==> config.mk <==
export PLATFORM = sky130hd
export DESIGN_NAME = rcfg_supervisor
export DESIGN_NICKNAME = d
export VERILOG_FILES = /design/src/rtl/rcfg_pkg.sv /design/src/rtl/rcfg_regs.sv /design/src/rtl/rcfg_wdog.sv /design/src/rtl/rcfg_hist.sv /design/src/rtl/rcfg_supervisor.sv
export SDC_FILE = /design/constraint.sdc
export NUM_CORES = 1
export LEC_CHECK = 0
export BUFFER_PORTS_ARGS = -buffer_cell sky130_fd_sc_hd__buf_4
export CORE_MARGIN = 2
export CORE_UTILIZATION = 40
export CTS_CLUSTER_DIAMETER = 120
export DETAILED_ROUTE_END_ITERATION = 16
export SYNTH_ARGS = -nofsm -noshare
export SYNTH_HDL_FRONTEND = slang
export SYNTH_SLANG_ARGS = --single-unit
export TNS_END_PERCENT = 10
==> constraint.sdc <==
create_clock -name clk -period 3.6 [get_ports clk]
set_clock_uncertainty 0.2 [all_clocks]
set_input_delay 0.36 -clock clk [delete_from_list [all_inputs] [get_ports clk]]
set_output_delay 0.36 -clock clk [all_outputs]
set_load 0.01 [all_outputs]
==> src/rtl/rcfg_pkg.sv <==
package rcfg_pkg;
  typedef enum logic [1:0] {
    ST_FACTORY   = 2'd0,
    ST_LOAD_APP  = 2'd1,
    ST_APP       = 2'd2,
    ST_LOAD_FACT = 2'd3
  } sup_state_e;

  localparam int CW = 5;
  localparam int CZ_LOGIC  = 0;
  localparam int CZ_WDOG   = 1;
  localparam int CZ_NSTAT  = 2;
  localparam int CZ_CRC    = 3;
  localparam int CZ_EXTRST = 4;

  localparam logic [1:0] LD_OK  = 2'd0;
  localparam logic [1:0] LD_CRC = 2'd1;

  localparam int OFF_BOOT   = 0;
  localparam int OFF_TMO    = 1;
  localparam int OFF_WDEN   = 2;
  localparam int OFF_RECONF = 3;
  localparam int OFF_MODE   = 4;
  localparam int OFF_HIST0  = 5;

  function automatic logic [CW-1:0] cause_vec(input int b);
    return CW'(1) << b;
  endfunction
endpackage

==> src/rtl/rcfg_regs.sv <==
module rcfg_regs
  import rcfg_pkg::*;
#(
  parameter int ADDR_W     = 24,
  parameter int TMO_W      = 12,
  parameter int DATA_W     = 32,
  parameter int RADDR_W    = 3,
  parameter int HIST_DEPTH = 2
) (
  input  logic                     clk,
  input  logic                     rst_n,
  input  logic                     wr,
  input  logic                     rd,
  input  logic [RADDR_W-1:0]       addr,
  input  logic [DATA_W-1:0]        wdata,
  input  logic                     factory_mode,
  input  logic                     app_mode,
  input  logic [HIST_DEPTH*CW-1:0] hist_flat,
  output logic [DATA_W-1:0]        rdata,
  output logic                     rvalid,
  output logic [ADDR_W-1:0]        boot_addr,
  output logic [TMO_W-1:0]         tmo,
  output logic                     wd_en,
  output logic                     reconf_cmd
);
  logic [DATA_W-1:0] rd_mux;
  logic              cfg_wr;

  assign cfg_wr     = wr && factory_mode;
  assign reconf_cmd = wr && (addr == RADDR_W'(OFF_RECONF)) && wdata[0];

  always_ff @(posedge clk) begin
    if (!rst_n) begin
      boot_addr <= '0;
      tmo       <= '0;
      wd_en     <= 1'b0;
    end else if (cfg_wr) begin
      if (addr == RADDR_W'(OFF_BOOT)) boot_addr <= wdata[ADDR_W-1:0];
      if (addr == RADDR_W'(OFF_TMO))  tmo       <= wdata[TMO_W-1:0];
      if (addr == RADDR_W'(OFF_WDEN)) wd_en     <= wdata[0];
    end
  end

  always_comb begin
    rd_mux = '0;
    if (addr == RADDR_W'(OFF_BOOT)) rd_mux[ADDR_W-1:0] = boot_addr;
    if (addr == RADDR_W'(OFF_TMO))  rd_mux[TMO_W-1:0]  = tmo;
    if (addr == RADDR_W'(OFF_WDEN)) rd_mux[0]          = wd_en;
    if (addr == RADDR_W'(OFF_MODE)) rd_mux[0]          = app_mode;
    for (int i = 0; i < HIST_DEPTH; i++) begin
      if (addr == RADDR_W'(OFF_HIST0 + i)) rd_mux[CW-1:0] = hist_flat[i*CW +: CW];
    end
  end

  always_ff @(posedge clk) begin
    if (!rst_n) begin
      rvalid <= 1'b0;
      rdata  <= '0;
    end else begin
      rvalid <= rd;
      if (rd) rdata <= rd_mux;
    end
  end
endmodule

==> src/rtl/rcfg_wdog.sv <==
module rcfg_wdog #(
  parameter int TMO_W = 12,
  parameter int LOW_W = 17
) (
  input  logic             clk,
  input  logic             rst_n,
  input  logic             run,
  input  logic             en,
  input  logic [TMO_W-1:0] tmo,
  input  logic             load,
  input  logic             kick,
  output logic             expire
);
  localparam int CNT_W = TMO_W + LOW_W;
  logic [CNT_W-1:0] cnt;
  logic [CNT_W-1:0] reload;

  assign reload = {tmo, {LOW_W{1'b0}}};
  assign expire = run && en && (cnt == '0);

  always_ff @(posedge clk) begin
    if (!rst_n)              cnt <= '0;
    else if (load)           cnt <= reload;
    else if (run && en) begin
      if (cnt == '0)         cnt <= cnt;
      else if (kick)         cnt <= reload;
      else                   cnt <= cnt - 1'b1;
    end
  end
endmodule

==> src/rtl/rcfg_hist.sv <==
module rcfg_hist
  import rcfg_pkg::*;
#(
  parameter int DEPTH = 2
) (
  input  logic                clk,
  input  logic                rst_n,
  input  logic                push,
  input  logic [CW-1:0]       cause,
  output logic [DEPTH*CW-1:0] hist_flat
);
  logic [CW-1:0] h_q [DEPTH];

  always_ff @(posedge clk) begin
    if (!rst_n) begin
      for (int i = 0; i < DEPTH; i++) h_q[i] <= '0;
    end else if (push) begin
      h_q[0] <= cause;
      for (int i = 1; i < DEPTH; i++) h_q[i] <= h_q[i-1];
    end
  end

  for (genvar g = 0; g < DEPTH; g++) begin : g_flat
    assign hist_flat[g*CW +: CW] = h_q[g];
  end
endmodule

==> src/rtl/rcfg_supervisor.sv <==
module rcfg_supervisor
  import rcfg_pkg::*;
#(
  parameter int ADDR_W       = 24,
  parameter int WDT_LOW_W    = 17,
  parameter int FACTORY_ADDR = 0
) (
  input  logic              clk,
  input  logic              rst_n,
  input  logic              reg_wr,
  input  logic              reg_rd,
  input  logic [2:0]        reg_addr,
  input  logic [31:0]       reg_wdata,
  output logic [31:0]       reg_rdata,
  output logic              reg_rvalid,
  input  logic              ext_cfg_rst,
  input  logic              nstatus_err,
  input  logic              app_kick,
  output logic              load_valid,
  output logic              load_factory,
  output logic [ADDR_W-1:0] load_addr,
  input  logic              load_done,
  input  logic [1:0]        load_status,
  output logic              app_mode
);
  localparam int TMO_W      = 12;
  localparam int HIST_DEPTH = 2;

  sup_state_e               state, nstate;
  logic                     push;
  logic [CW-1:0]            cause;
  logic                     wd_load, wd_expire;
  logic [ADDR_W-1:0]        boot_addr;
  logic [TMO_W-1:0]         tmo;
  logic                     wd_en, reconf_cmd;
  logic [HIST_DEPTH*CW-1:0] hist_flat;

  assign app_mode     = (state == ST_APP);
  assign load_valid   = (state == ST_LOAD_APP) || (state == ST_LOAD_FACT);
  assign load_factory = (state == ST_LOAD_FACT);
  assign load_addr    = load_factory ? ADDR_W'(FACTORY_ADDR) : boot_addr;

  rcfg_regs #(
    .ADDR_W(ADDR_W), .TMO_W(TMO_W), .DATA_W(32), .RADDR_W(3), .HIST_DEPTH(HIST_DEPTH)
  ) u_regs (
    .clk(clk), .rst_n(rst_n), .wr(reg_wr), .rd(reg_rd), .addr(reg_addr),
    .wdata(reg_wdata), .factory_mode(state == ST_FACTORY), .app_mode(app_mode),
    .hist_flat(hist_flat), .rdata(reg_rdata), .rvalid(reg_rvalid),
    .boot_addr(boot_addr), .tmo(tmo), .wd_en(wd_en), .reconf_cmd(reconf_cmd)
  );

  rcfg_wdog #(.TMO_W(TMO_W), .LOW_W(WDT_LOW_W)) u_wdog (
    .clk(clk), .rst_n(rst_n), .run(app_mode), .en(wd_en), .tmo(tmo),
    .load(wd_load), .kick(app_kick), .expire(wd_expire)
  );

  rcfg_hist #(.DEPTH(HIST_DEPTH)) u_hist (
    .clk(clk), .rst_n(rst_n), .push(push), .cause(cause), .hist_flat(hist_flat)
  );

  always_comb begin
    nstate  = state;
    push    = 1'b0;
    cause   = '0;
    wd_load = 1'b0;
    unique case (state)
      ST_FACTORY: begin
        if (ext_cfg_rst) begin
          push = 1'b1; cause = cause_vec(CZ_EXTRST); nstate = ST_LOAD_FACT;
        end else if (reconf_cmd) begin
          push = 1'b1; cause = cause_vec(CZ_LOGIC); nstate = ST_LOAD_APP;
        end
      end
      ST_LOAD_APP: begin
        if (load_done) begin
          if (load_status == LD_OK) begin
            nstate = ST_APP; wd_load = 1'b1;
          end else if (load_status == LD_CRC) begin
            push = 1'b1; cause = cause_vec(CZ_CRC); nstate = ST_LOAD_FACT;
          end else begin
            push = 1'b1; cause = cause_vec(CZ_NSTAT); nstate = ST_LOAD_FACT;
          end
        end
      end
      ST_APP: begin
        if (ext_cfg_rst) begin
          push = 1'b1; cause = cause_vec(CZ_EXTRST);
        end else if (nstatus_err) begin
          push = 1'b1; cause = cause_vec(CZ_NSTAT);
        end else if (wd_expire) begin
          push = 1'b1; cause = cause_vec(CZ_WDOG);
        end else if (reconf_cmd) begin
          push = 1'b1; cause = cause_vec(CZ_LOGIC);
        end
        if (push) nstate = ST_LOAD_FACT;
      end
      ST_LOAD_FACT: begin
        if (load_done) nstate = ST_FACTORY;
      end
      default: nstate = ST_FACTORY;
    endcase
  end

  always_ff @(posedge clk) begin
    if (!rst_n) state <= ST_FACTORY;
    else        state <= nstate;
  end
endmodule

Word-level counts from Yosys, hierarchy flattened. Memory sizes are Yosys's and may differ from the RTL's. Index checks and enable logic that the tools add are counted. Widths: inputs -> output; s select.

Flip-flop bits (word level): 93. RAM bits: 10. Input bits: 45. Output and inout bits: 60. Word-level logic and storage cells: 92. Memories kept: 1.

Add/subtract/negate cells: 1. Equal/unequal tests: 15. Muxes and demuxes: 45. Bitwise logic cells: 4. Reductions and logical operators: 18.

Memories: u_hist.h_q (depth 2, bits a word 5, rd ports 2, clocked after memory_dff 0, wr ports 2, RTL line rcfg_hist.sv:12) `logic [CW-1:0] h_q [DEPTH];`.

Operators with widths (count): $mux 29 (4); $mux 24 (2); $mux 5 (6); $logic_not 29->1 (1); $sub 29x1->29 const B (1); $mux 1 (19); $pmux 5 s3 (1); $mux 12 (1); $mux 2 (6); $mux 4 (3); $reduce_and 2->1 (5); $eq 3x3->1 const B (3); $pmux 2 s4 (1); $eq 3x2->1 const B (2); $logic_and 1x1->1 (5); $eq 2x1->1 const B (2); $eq 2x2->1 const B (2); $logic_not 2->1 (2); $ne 2x1->1 const B (2); $ne 2x2->1 const B (2); $reduce_and 4->1 (1); $eq 3x1->1 const B (1); $logic_not 3->1 (1); $mux 3 (1); 7 further kinds (9).

Longest topological paths before layout.
Depth after elaboration: 13. Gate-level depth with buffers: 9. Gate-level depth less buffers: 8.

Cells and area by module. From an unflattened synthesis, not the netlist that was laid out.

Cell total of the unflattened synthesis: 648. Area total of the unflattened synthesis: 5472.7 um^2.

Modules (own cells, without submodules): rcfg_regs (times used 1, cells each 310, area each 2676.3 um^2, sequential area each 1241.2 um^2); rcfg_wdog (times used 1, cells each 249, area each 1935.6 um^2, sequential area each 580.6 um^2); rcfg_supervisor (times used 1, cells each 66, area each 475.5 um^2, sequential area each 40.0 um^2); rcfg_hist (times used 1, cells each 23, area each 385.4 um^2, sequential area each 300.3 um^2).

Worst setup path before layout. Ideal clock, no wire load.

Kind: reg-to-reg. Start point: reg u_wdog.cnt[20]. End point: mem u_hist.h_q[0][0], enable pin. Data arrival time: 2.316 ns. Path slack: 0.693 ns. Stages on the path, launching flop included: 6. Period minus slack after synthesis: 2.907 ns. Cells stage by stage: dfxtp_1 -> or4_4 -> and4bb_4 -> nand4_4 -> o21a_1 -> o21ai_0.

RTL lines: start: declaration (RTL line rcfg_wdog.sv:15) `logic [CNT_W-1:0] cnt;`; start signal: assignment (RTL line rcfg_wdog.sv:23) `else if (load) cnt <= reload;`; start signal: assignment (RTL line rcfg_wdog.sv:25) `if (cnt == '0) cnt <= cnt;`; start signal: assignment (RTL line rcfg_wdog.sv:26) `else if (kick) cnt <= reload;`; end: declaration (RTL line rcfg_hist.sv:12).

Worst setup path after layout.
Start point: reg state[0]. End point: reg u_wdog.cnt[7].

Longest elaborated chain between the ends: 3. Elaborated cells between the ends (all ways): 6. Classes of those cells: 2 x eq/ne; 1 x mux; 3 x reduce/logical.

Ends and longest elaborated chain: start: declaration (RTL line rcfg_supervisor.sv:29) `sup_state_e state, nstate;`; start signal: assignment (RTL line rcfg_supervisor.sv:106) `else state <= nstate;`; $eq 2x1->1 or $eq 2x2->1 (tied branches) (RTL line rcfg_supervisor.sv:66, rcfg_supervisor.sv:38); $mux 1 or $logic_and 1x1->1 (tied branches) (RTL line rcfg_supervisor.sv:66, rcfg_wdog.sv:24); $reduce_or 2->1 (no source line) or $reduce_and 2->1 (tied branches); end signal: assignment (RTL line rcfg_wdog.sv:25); end signal: assignment (RTL line rcfg_wdog.sv:26); end signal: assignment (RTL line rcfg_wdog.sv:27) `else cnt <= cnt - 1'b1;`.

Several ways; a longest one is shown, not always the timed one. A chain may end at the register's enable or synchronous reset.

==> impl_metrics.yaml <==
outcome:
  status: "completed"
timing:
  tightest_slew_ps: 933
  finalCritPeriodShare_pct: 78.3
  fmax_mhz: 355
  setup_viol: 0
  slew_viol_final: 0
  hold_viol_final: 0
  period_minus_slack_ps: 2820
  rsz0062_at_grt: "no"
  tns_ps: 0
  maxSlewHeadroom_pct: 37.8
detailed_routing:
  ant_nets: 0
  wl_per_cell_um: 15.7
  dr.pass1.iters: 5
  drt_iter0_markers: 229
  drc: 0
  routed_via_density: 5.41
  vias: 4812
  routed_wl_um: 14000
cells_and_area:
  drive_gt1_share_pct: 18.4
  fin_area_um2: 6230
  antennaDiodeCount: 0
  area_growth_pct: 19.5
  final_nets: 765
global_route:
  grt_pass1_vias: 4614
  antenna_found_initial: 0
  grt_overflow: 0
  grt_pass1_wl_um: 23000
  grt.total_usage_pct: 20.0
  grt_max_degree: 41
synthesis:
  yosys-top-cells-area: "dfxtp_1 (36%), a21oi_1 (9.3%), nand2_1 (6.3%)"
  synth_commonest_cells: "a21oi_1 (97), dfxtp_1 (93), nand2_1 (88)"
  async_flop_share_pct: 0
  ys_seq_area_share_pct: 41.4
  avgSynthCellArea_um2: 8.01
  synth_most_common_cell: "a21oi_1"
  syn_area_um2: 5220
  dominantRegCellSynth: "dfxtp_1"
  synth.ff_latch_count: 103
  synthCells: 651
  synth_edf_count: 10
  ys_types: 58
  post-synth-top-area-cell: "dfxtp_1"
  yosys_warnings: 0
  yosysTopAreaCellShare_pct: 35.7
die:
  chipWidth_um: 118
  ios: 105
  initial_utilization_pct: 41.2
  num_rows: 41
  die_h_um: 118
  die-area_um2: 14000
  core_um2: 12700
power_and_ir_drop:
  leakage_nw: 2.45
  p_per_area_nw_per_um2: 458
  irDropWorstVdd_uv: 256
clock_network:
  h-tree-depth: 3
  clock_latency_ps: 350
  cts-root-buf: "clkbuf_16"
  cts.sinks: 103
  cts-resized-gates: 0
  holdBufCountCts: 0
  cts_tree: "yes"
  cts_buffers: 9
  cts_setup_buffers: 0
  clk_pin_slew_ps: 70
  clockBufferDepth: 2
place:
  gp_congestion: 0.817
  place_hpwl_um: 9680
  dpl_cell_area_um2: 5940
  io_buffer_count: 88
setup_path:
  max_stage_delay_ps: 640
  r2r_slack_ps: 780
  critPathSlowestCell: "nor2_1"
  arrival_ps: 2880
  reg2reg_depth: 7
  start_kind: "flop"
  worstPathRequired_ps: 3660
  rr_startpoint: "state[0]"
  crit_buf_inv: 1
  criticalPathCategory: "reg2reg"
  cp.depth: 7
  path_max_fanout: 12
  worstReg2RegEnd: "u_wdog.cnt[7]"
  endpoint_kind: "flop"
  crit_chain: "inv_1 > ha_1 > nand2_1 > a31o_2 > nor2_1 > nand3_1 > a21oi_1"
  cp_top_family: "simple AND/OR/NAND/NOR gates"
worst_hold_path:
  hold_class: "in2reg"
  hp-start: "reg_wdata[15]"
  whs_endpoint: "u_regs.boot_addr[15]"
  min_path_cells: 3
job:
  maxCapViolations: 0
cell usage in the layout (no fill, tap or decap), types with 3 or more instances in the layout:
cell type,instances
nor4_2,4
inv_1,12
and2_1,7
a21oi_1,97
nor3_2,3
nand4_1,4
xor2_1,11
nor2b_1,40
nand3b_1,3
o221ai_1,3
buf_4,94
a211oi_1,6
dfxtp_1,93
mux2_2,4
nand2b_1,10
o31ai_1,5
a31oi_1,3
clkbuf_16,10
o211ai_1,6
a22o_1,4
ha_1,6
edfxtp_1,10
mux2i_1,12
conb_1,8
nor4_1,6
nand2_1,88
nand3_1,15
o21ai_0,29
nor2_1,65
a22oi_1,8
nor3_1,17
per-layer routing:
| layer | routed length, um | global-route usage, % |
|---|---|---|
| met3 | 743 | 3.72 |
| met2 | 6770 | 32.6 |
| met4 | 288 | 7.91 |
| met1 | 6190 | 26.0 |
| met5 | 0 | 0 |
sequential cells by signal, summed over array words and instances, names as in the netlist:
name and count:
state 2, u_hist.h_q 10, u_regs.boot_addr 24, u_regs.rdata 24, u_regs.rvalid 1, u_regs.tmo 12
u_regs.wd_en 1, u_wdog.cnt 29
final cells by class:
cell class	count	area, um^2
Fill cell	1233	6440
Multi-Input combinational cell	493	2810
Sequential cell	103	2160
Timing Repair Buffer	94	706
Clock buffer	12	268
Tap cell	172	215
Inverter	13	48.8
Clock inverter	3	23.8
worst max path at each step:
stage,startpoint,to
floorplan,u_wdog.cnt[20],u_hist.h_q[0][0]
global placement,state[0],u_wdog.cnt[12]
detailed placement,state[0],u_wdog.cnt[6]
CTS,state[0],u_wdog.cnt[7]
global route,state[0],u_wdog.cnt[7]
finish,state[0],u_wdog.cnt[7]
cell families (layout without fill, tap and decap cells):
kind of cell / Yosys count / count (layout) / synth area share (%)
buffers and inverters: 62 / 122 / 5.32
xor gates and xnor gates: 12 / 12 / 2.01
and+or+nand+nor: 280 / 280 / 27.5
other: 1 / 8 / 0.0719
adders and majority gates: 6 / 6 / 1.44
DFF: 103 / 103 / 41.4
AOI/OAI and AO/OA: 171 / 171 / 19.0
muxes: 16 / 16 / 3.17
where the power goes:
group	switching, W	total [W]	internal (W)
combinational	0.000356	0.000595	0.000239
sequential	0.0000495	0.00129	0.00124
clock	0.000438	0.000969	0.000531
worst register-to-register path, cell delays in order, from the launching register on:
cell     delay (ps)
dfxtp_1         340
inv_1           100
ha_1            350
nand2_1         340
a31o_2          420
nor2_1          640
nand3_1         160
a21oi_1         190
stage by stage:
step	util (%)	cells	hold slack [ps]	total power, W	setup slack [ps]
global placement	46.9	875	254	0.00190	830
CTS	49.2	890	41.2	0.00288	747
floorplan	-	658	242	0.00172	693
finish	49.2	890	52.1	0.00286	781
global route	49.2	890	51.0	0.00299	523
detailed placement	46.9	875	260	0.00191	806
(Power assumes the default switching activity.)
